==> config.mk <==
export PLATFORM = sky130hd
export DESIGN_NAME = irq_delivery_unit
export DESIGN_NICKNAME = d
export VERILOG_FILES = /design/src/rtl/irq_pkg.sv /design/src/rtl/irq_pend_flag.sv /design/src/rtl/irq_level_slot.sv /design/src/rtl/irq_arbiter.sv /design/src/rtl/irq_delivery_unit.sv
export SDC_FILE = /design/constraint.sdc
export NUM_CORES = 1
export LEC_CHECK = 0
export BUFFER_PORTS_ARGS = -buffer_cell sky130_fd_sc_hd__buf_2
export CORE_AREA = 5 5 49 51
export DETAILED_ROUTE_END_ITERATION = 10
export DIE_AREA = 0 0 54 56
export GPL_TIMING_DRIVEN = 0
export PLACE_DENSITY = 0.74
export SYNTH_ARGS = -nofsm -noshare
export SYNTH_HDL_FRONTEND = slang
export SYNTH_SLANG_ARGS = --single-unit
export TNS_END_PERCENT = 20
==> constraint.sdc <==
create_clock -name clk_i -period 1.3 [get_ports clk_i]
set_clock_uncertainty 0.05 [all_clocks]
set_input_delay 0.195 -clock clk_i [delete_from_list [all_inputs] [get_ports clk_i]]
set_output_delay 0.195 -clock clk_i [all_outputs]
set_load 0.05 [all_outputs]
==> src/rtl/irq_pkg.sv <==
package irq_pkg;
  typedef enum logic [1:0] {
    LVL_IDLE = 2'd0,
    LVL_ACT  = 2'd1,
    LVL_WD   = 2'd2
  } lvl_state_e;
endpackage

==> src/rtl/irq_pend_flag.sv <==
module irq_pend_flag (
  input  logic clk_i,
  input  logic rst_ni,
  input  logic set_i,
  input  logic clr_i,
  output logic q_o
);
  always_ff @(posedge clk_i or negedge rst_ni) begin
    if (!rst_ni)    q_o <= 1'b0;
    else if (set_i) q_o <= 1'b1;   // new event wins over service
    else if (clr_i) q_o <= 1'b0;
  end

  AST_SET_WINS: assert property (@(posedge clk_i) disable iff (!rst_ni)
    set_i |=> q_o);
  AST_CLR_DROPS: assert property (@(posedge clk_i) disable iff (!rst_ni)
    (clr_i && !set_i) |=> !q_o);
endmodule

==> src/rtl/irq_level_slot.sv <==
module irq_level_slot
  import irq_pkg::*;
#(
  parameter int IP_W = 6
) (
  input  logic            clk_i,
  input  logic            rst_ni,
  input  logic            evt_i,
  input  logic [IP_W-1:0] val_i,
  input  logic            done_i,   // accepted or withdrawal consumed
  output lvl_state_e      state_o,
  output logic [IP_W-1:0] pat_o
);
  always_ff @(posedge clk_i or negedge rst_ni) begin
    if (!rst_ni) begin
      state_o <= LVL_IDLE;
      pat_o   <= '0;
    end else if (evt_i) begin
      state_o <= (val_i == '0) ? LVL_WD : LVL_ACT;
      pat_o   <= val_i;
    end else if (done_i) begin
      state_o <= LVL_IDLE;
    end
  end

  AST_DONE_IDLES: assert property (@(posedge clk_i) disable iff (!rst_ni)
    (done_i && !evt_i) |=> state_o == LVL_IDLE);
  AST_NEW_OVERWRITES: assert property (@(posedge clk_i) disable iff (!rst_ni)
    (evt_i && val_i != '0) |=> (state_o == LVL_ACT && pat_o == $past(val_i)));
endmodule

==> src/rtl/irq_arbiter.sv <==
module irq_arbiter
  import irq_pkg::*;
#(
  parameter int IP_W = 6
) (
  input  logic            bnd_i,
  input  logic            rst_pend_i,
  input  logic            nmi_pend_i,
  input  lvl_state_e      lvl_state_i,
  input  logic [IP_W-1:0] lvl_pat_i,
  input  logic            ie_i,
  input  logic [IP_W-1:0] im_i,
  output logic            take_rst_o,
  output logic            take_nmi_o,
  output logic            lvl_wd_o,
  output logic            lvl_act_o,
  output logic            lvl_acc_o
);
  logic lvl_turn;

  always_comb begin
    take_rst_o = bnd_i && rst_pend_i;
    take_nmi_o = bnd_i && !rst_pend_i && nmi_pend_i;
    lvl_turn   = bnd_i && !rst_pend_i && !nmi_pend_i;
    lvl_wd_o   = lvl_turn && (lvl_state_i == LVL_WD);
    lvl_act_o  = lvl_turn && (lvl_state_i == LVL_ACT);
    lvl_acc_o  = lvl_act_o && ie_i && (|(lvl_pat_i & im_i));
  end
endmodule

==> src/rtl/irq_delivery_unit.sv <==
module irq_delivery_unit
  import irq_pkg::*;
#(
  parameter int IP_W = 6
) (
  input  logic            clk_i,
  input  logic            rst_ni,
  input  logic            rst_evt_i,
  input  logic            nmi_evt_i,
  input  logic            lvl_evt_i,
  input  logic [IP_W-1:0] lvl_val_i,
  input  logic            instr_boundary_i,
  input  logic            sr_ie_i,
  input  logic [IP_W-1:0] sr_im_i,
  output logic [IP_W-1:0] cause_ip_o,
  output logic            exc_nmi_rst_o,
  output logic            exc_int_o
);
  logic            rst_pend, nmi_pend;
  lvl_state_e      lvl_state;
  logic [IP_W-1:0] lvl_pat;
  logic            take_rst, take_nmi, lvl_wd, lvl_act, lvl_acc;

  irq_pend_flag u_rst_flag (
    .clk_i (clk_i), .rst_ni (rst_ni),
    .set_i (rst_evt_i), .clr_i (take_rst), .q_o (rst_pend)
  );

  irq_pend_flag u_nmi_flag (
    .clk_i (clk_i), .rst_ni (rst_ni),
    .set_i (nmi_evt_i), .clr_i (take_nmi), .q_o (nmi_pend)
  );

  irq_level_slot #(.IP_W(IP_W)) u_lvl (
    .clk_i (clk_i), .rst_ni (rst_ni),
    .evt_i (lvl_evt_i), .val_i (lvl_val_i),
    .done_i (lvl_acc || lvl_wd),
    .state_o (lvl_state), .pat_o (lvl_pat)
  );

  irq_arbiter #(.IP_W(IP_W)) u_arb (
    .bnd_i (instr_boundary_i),
    .rst_pend_i (rst_pend), .nmi_pend_i (nmi_pend),
    .lvl_state_i (lvl_state), .lvl_pat_i (lvl_pat),
    .ie_i (sr_ie_i), .im_i (sr_im_i),
    .take_rst_o (take_rst), .take_nmi_o (take_nmi),
    .lvl_wd_o (lvl_wd), .lvl_act_o (lvl_act), .lvl_acc_o (lvl_acc)
  );

  always_ff @(posedge clk_i or negedge rst_ni) begin
    if (!rst_ni) begin
      cause_ip_o    <= '0;
      exc_nmi_rst_o <= 1'b0;
      exc_int_o     <= 1'b0;
    end else begin
      exc_nmi_rst_o <= take_rst || take_nmi;
      exc_int_o     <= lvl_acc;
      if (lvl_wd)       cause_ip_o <= '0;
      else if (lvl_act) cause_ip_o <= lvl_pat;
    end
  end

  AST_ONE_SOURCE: assert property (@(posedge clk_i) disable iff (!rst_ni)
    !(exc_nmi_rst_o && exc_int_o));
  AST_NMI_NEEDS_BND: assert property (@(posedge clk_i) disable iff (!rst_ni)
    exc_nmi_rst_o |-> $past(instr_boundary_i));
  AST_INT_NEEDS_IE: assert property (@(posedge clk_i) disable iff (!rst_ni)
    exc_int_o |-> ($past(instr_boundary_i) && $past(sr_ie_i)));
  AST_CAUSE_HOLDS: assert property (@(posedge clk_i) disable iff (!rst_ni)
    !instr_boundary_i |=> $stable(cause_ip_o));
  AST_INT_PULSE: assert property (@(posedge clk_i) disable iff (!rst_ni)
    (exc_int_o && !instr_boundary_i) |=> !exc_int_o);
endmodule

Word-level counts from Yosys, hierarchy flattened
Cells that the tools add are included.
- register bits after elaboration: 18
- input bits: 19
- output and inout port bits: 8
- word-level logic and storage cells: 37
- equal/unequal tests: 2
- muxes and demuxes: 9
- bitwise logic cells: 1
- reductions and logical operators: 18
- operators with widths (operator ; count):
    6-bit 2-to-1 mux ; 2
    1-bit logical AND ; 8
    2-bit nonzero test ; 4
    6-bit bitwise AND ; 1
    6-bit logical NOT ; 1
    2-bit 2-to-1 mux ; 3
    6-bit OR reduction ; 1
    1-bit 2-to-1 mux ; 4
    2-bit by 1-bit == test with 1-bit output (second input constant) ; 1
    2-bit == test (second input constant) ; 1
    1-bit logical NOT ; 2
    1-bit logical OR ; 2

Logic depth before layout (Yosys ltp)
- word-level depth: 9
- mapped depth: 3
- gate-level depth less buffers: 3

Modules after synthesis
Synthesis repeated with hierarchy kept, for this count alone.
- cells, all modules: 60
- area total of the unflattened synthesis: 795.8 um^2
- by module, submodules not included (module ; instances ; cells each ; area each (um^2) ; sequential area each (um^2)):
    irq_level_slot ; 1 ; 21 ; 336.6 ; 200.2
    irq_delivery_unit ; 1 ; 23 ; 306.5 ; 200.2
    irq_arbiter ; 1 ; 10 ; 80.1 ; 0.0
    irq_pend_flag ; 2 ; 3 ; 36.3 ; 25.0

Worst setup path before layout
Ideal clock, no wire load.
- path type: register -> register
- start: register u_rst_flag.q_o
- end: register u_lvl.state_o[0]
- library setup time: 0.143 ns
- arrival time: 1.208 ns
- data required time: 1.107 ns
- setup slack: -0.101 ns
- stages on the path, launching flop included: 4
- buffers on the path: 0
- period minus slack after synthesis: 1.401 ns
- cell sequence: dfrtp_1 > or3b_4 > nor3b_4 > a41oi_1
- word-level cells in the longest chain between the ends: 8
- elaborated cells on any way between the ends: 9
- classes of those cells: reduce/logical: 9
- RTL lines (item ; RTL line ; RTL):
    start: declaration ; irq_pend_flag.sv:6 ; output logic q_o
    start signal: assignment ; irq_pend_flag.sv:9 ; if (!rst_ni) q_o <= 1'b0;
    start signal: assignment ; irq_pend_flag.sv:10 ; else if (set_i) q_o <= 1'b1;
    start signal: assignment ; irq_pend_flag.sv:11 ; else if (clr_i) q_o <= 1'b0;
    1-bit logical NOT (*) ; irq_arbiter.sv:24 ; lvl_turn = bnd_i && !rst_pend_i && !nmi_pend_i;
    1-bit logical AND (*) (2 in series) ; irq_arbiter.sv:24 ;
    1-bit logical AND ; irq_arbiter.sv:26 ; lvl_act_o = lvl_turn && (lvl_state_i == LVL_ACT);
    1-bit logical AND (2 in series) ; irq_arbiter.sv:27 ; lvl_acc_o = lvl_act_o && ie_i && (|(lvl_pat_i & im_i));
    1-bit logical OR (*) ; irq_delivery_unit.sv:37 ; .done_i (lvl_acc || lvl_wd),
    2-bit nonzero test (no line) (*) ; -- ;
    end signal: assignment ; irq_level_slot.sv:19 ; state_o <= (val_i == '0) ? LVL_WD : LVL_ACT;
    end: declaration ; irq_level_slot.sv:11 ; output lvl_state_e state_o,
Mark *: on every way between the ends. The rest lies on a longest branch, timed or not.
A chain may end at the register's enable or synchronous reset.

Worst setup path after layout
- start: register u_rst_flag.q_o
- end: register exc_int_o
- word-level cells in the longest chain between the ends: 6
- RTL lines (item ; RTL line ; RTL):
    1-bit logical NOT ; irq_arbiter.sv:24 ;
    1-bit logical AND (2 in series) ; irq_arbiter.sv:24 ;
    1-bit logical AND ; irq_arbiter.sv:26 ;
    1-bit logical AND (2 in series) ; irq_arbiter.sv:27 ;
    net lvl_acc ; irq_delivery_unit.sv:22 ; logic take_rst, take_nmi, lvl_wd, lvl_act, lvl_acc;
    end signal: assignment ; irq_delivery_unit.sv:57 ; exc_int_o <= lvl_acc;
    end: declaration ; irq_delivery_unit.sv:17 ; output logic exc_int_o
The timed path passes the listed nets, and every way through them passes these cells.

==> results.sh <==
export IMPL_die_area_um2=3024
export IMPL_ys_seq_area_share_pct=60.71
export IMPL_max_cap_violations=0
export IMPL_path_class="reg2reg"
export IMPL_fin_crit_ns=1.448
export IMPL_fillers=174
export IMPL_tritoncts="built"
export IMPL_multi_input_comb_area_um2=295.3
export IMPL_synth_edff_count=0
export IMPL_grt_max_degree=19
export IMPL_grt_util_all_layers_pct=11.47
export IMPL_hold_class="in2reg"
export IMPL_placed_area_um2=905.9
export IMPL_setup_viol=8
export IMPL_worst_ep_required_time_ns=1.47
export IMPL_synth_nets=74
export IMPL_holdPathStages=2
export IMPL_hold_violations=0
export IMPL_ctsLongestPathBuffers=2
export IMPL_ff_latch_area_um2=450.4
export IMPL_timing_final_crit_share_pct=111.4
export IMPL_reg2reg_setup_slack_ns=-0.15
export IMPL_clkSinkCount=18
export IMPL_wl_per_cell_um=13.62
export IMPL_routed_wl_um=1580
export IMPL_first_pass_iters=3
export IMPL_synth_top_family_by_area="compound AO/OA/AOI/OAI gates"
export IMPL_syn_avg_cell_area_um2=13.49
export IMPL_cp_slowest_stage_delay_ns=0.41
export IMPL_seqPwrFrac_pct=46.9
export IMPL_switching_share_pct=34.42
export IMPL_r2r_end="exc_int_o"
export IMPL_reg2regPathDepth=4
export IMPL_yosys_warnings=0
export IMPL_drt_antenna_violating_nets=0
export IMPL_finalPower_mw=1.463
export IMPL_pwr_share_clk_pct=22.7
export IMPL_crit_path_cell_trace="or3b_4 > nor3b_4 > buf_6 > and3_1"
export IMPL_cts_made_buffers=3
export IMPL_die_w_um=54
export IMPL_area_growth_pct=33.90
export IMPL_max_freq_mhz=690.4
export IMPL_slowest_stage="dfrtp_1"
export IMPL_critPathTopFamily="simple AND/OR/NAND/NOR gates"
export IMPL_syn_inst=55
export IMPL_path_max_fanout=8
export IMPL_antenna_cells=0
export IMPL_cp_num_buf_inv=1
export IMPL_busiest_layer="met2"
export IMPL_hold_ws_ns=0.04981
export IMPL_grt_pass1_wl_um=2587
export IMPL_async_reset_ff_share_pct=100.0
export IMPL_overflow=0
export IMPL_crit_path_start="u_rst_flag.q_o"
export IMPL_grt_antenna_before_repair=0
export IMPL_met1_usage_pct=14.45
export IMPL_fin_ws_ns=-0.1485
export IMPL_tightest_slew_ns=0.4474
export IMPL_synth_seq_cells=18
export IMPL_relSlewSlack_pct=70.17
export IMPL_worst_ir_drop_vdd_mv=0.8596
export IMPL_pwr_share_comb_pct=30.4
export IMPL_mostFrequentLayoutCell="buf_2"
export IMPL_fin_cells=116
export IMPL_synthDistinctLibCells=18
export IMPL_initial_core_util_pct=39.01
export IMPL_synthFlopType="dfrtp_1"
export IMPL_post_drt_via_cell_ratio=5.000
export IMPL_cp_data_arrival_time_ns=1.62
export IMPL_synthAdderAreaFrac_pct=0
export IMPL_drive_above_1_share_pct=57.30
export IMPL_gr_usage_met2_pct=18.51
export IMPL_status="complete, but fails checks"
export IMPL_cp_start_kind="flip-flop"
export IMPL_cp_end_kind="flip-flop"
export IMPL_synthXorXnorAreaFrac_pct=1.180
export IMPL_violations="setup timing"
export IMPL_cts_max_level=1
export IMPL_drtIter0Drc=7
export IMPL_r2r_start="u_rst_flag.q_o"
export IMPL_io_buffer_count=26
export IMPL_yosys_area_share_simple_pct=10.79
export IMPL_maxSlewViolCount=0
export IMPL_die_h_um=56
export IMPL_p_leak_nw=0.4912
export IMPL_use_met3_pct=1.877
export IMPL_p_sw_mw=0.5036
export IMPL_worstHoldStart="rst_evt_i"
export IMPL_muxShareOfSynthArea_pct=9.106
export IMPL_vias=580
export IMPL_drc=0
export IMPL_clkTransAtPathRegs_ns=0.10
export IMPL_yosys_area_top_type="dfrtp_1"
export IMPL_num_rows=16
export IMPL_hpwl_um=1200
export IMPL_power_density_nw_per_um2=1473
export IMPL_final_area_um2=993.5
export IMPL_rsz0062_at_grt="true"
export IMPL_globalplace_congestion=0.7228
export IMPL_ios=27
export IMPL_netlist_area_um2=742.0
export IMPL_nets=109
export IMPL_coreArea_um2=1902
export IMPL_holdPathEnd="u_rst_flag.q_o"
export IMPL_place_inst=108
export IMPL_netlist_top_cells_area="dfrtp_1 (61%), mux2_2 (9.1%), a22o_2 (8.1%)"
export IMPL_p_int_mw=0.9595
export IMPL_clk_latency_ns=0.28
export IMPL_most_common_layout_cells="buf_2 (26), dfrtp_1 (18), a22o_2 (6), mux2_2 (6), nor2_1 (4)"
export IMPL_cts_root_buf="clkbuf_4"
export IMPL_synth_top_area_share_pct=60.71
export IMPL_utilization_pct=52.24
export IMPL_synth_compound_area_share_pct=16.69
export IMPL_grt_pass1_vias=608
synthesized netlist by cell type (all sizes together), types with 2 or more instances:
library cell / instances
a22o: 6
a22oi: 3
dfrtp: 18
inv: 2
mux2: 6
nand2b: 2
nand3: 2
nor2: 4
o21ai: 3
stage by stage:
step | worst slack [ns] | TNS, ns
3_3_place_gp | -0.2340 | -1.648
3_5_place_dp | -0.2379 | -1.738
6_report | -0.1485 | -1.059
5_1_grt | -0.2074 | -1.544
4_1_cts | -0.1496 | -1.057
2_1_floorplan | -0.1011 | -0.6824
kinds of logic after synthesis:
kind of cell	after synthesis
muxes	6
and+or+nand+nor	12
xor gates and xnor gates	1
DFF	18
AOI/OAI and AO/OA	15
buffers and inverters	3
repair_timing:
action	CTS	global route
setup buffers	2	1
pin swaps	3	0
endpoints found under the hold margin	18	0
gates cloned	0	0
resized for setup	4	0
setup endpoints to repair	8	9
hold buffers	1	0
per-layer routing:
metal	vias to the layer above	wire length [um]
met4	0	27
met3	2	71
met2	15	789
li1	270	-
met1	293	692
met5	-	0
registers in the layout, indices dropped and copies added, names as in the netlist:
signal	flops
u_lvl.state_o	2
cause_ip_o	6
exc_nmi_rst_o	1
u_rst_flag.q_o	1
u_nmi_flag.q_o	1
exc_int_o	1
u_lvl.pat_o	6
power groups by stage:
stage	combinational [mW]	sequential, mW	clock, mW
after floorplan	0.106	0.900	0
after global placement	0.431	0.697	0
after detailed placement	0.436	0.698	0
after CTS	0.447	0.687	0.344
after global routing	0.469	0.696	0.370
final	0.444	0.687	0.332
worst register-to-register path, cell delays in order, from the launching register on:
cell     delay, ns
dfrtp_1       0.41
or3b_4        0.41
nor3b_4       0.21
buf_6         0.16
and3_1        0.16
area by class of cell:
type,count,share of cell area [%]
clock buffer,4,3.652
multi-input combinational,34,29.72
timing repair buffer,30,16.75
tap,27,3.401
sequential,18,45.34
inverter,2,0.7557
buffer,1,0.3778
worst max-delay path by stage:
stage / depth (start not counted) / endpoint / slack [ns]
after floorplan: 3 / u_lvl.state_o[0] / -0.10
after global placement: 3 / u_lvl.state_o[0] / -0.23
after detailed placement: 3 / u_lvl.state_o[0] / -0.24
after CTS: 4 / exc_int_o / -0.15
after global routing: 4 / exc_int_o / -0.21
final: 4 / exc_int_o / -0.15
(Power assumes the default switching activity.)
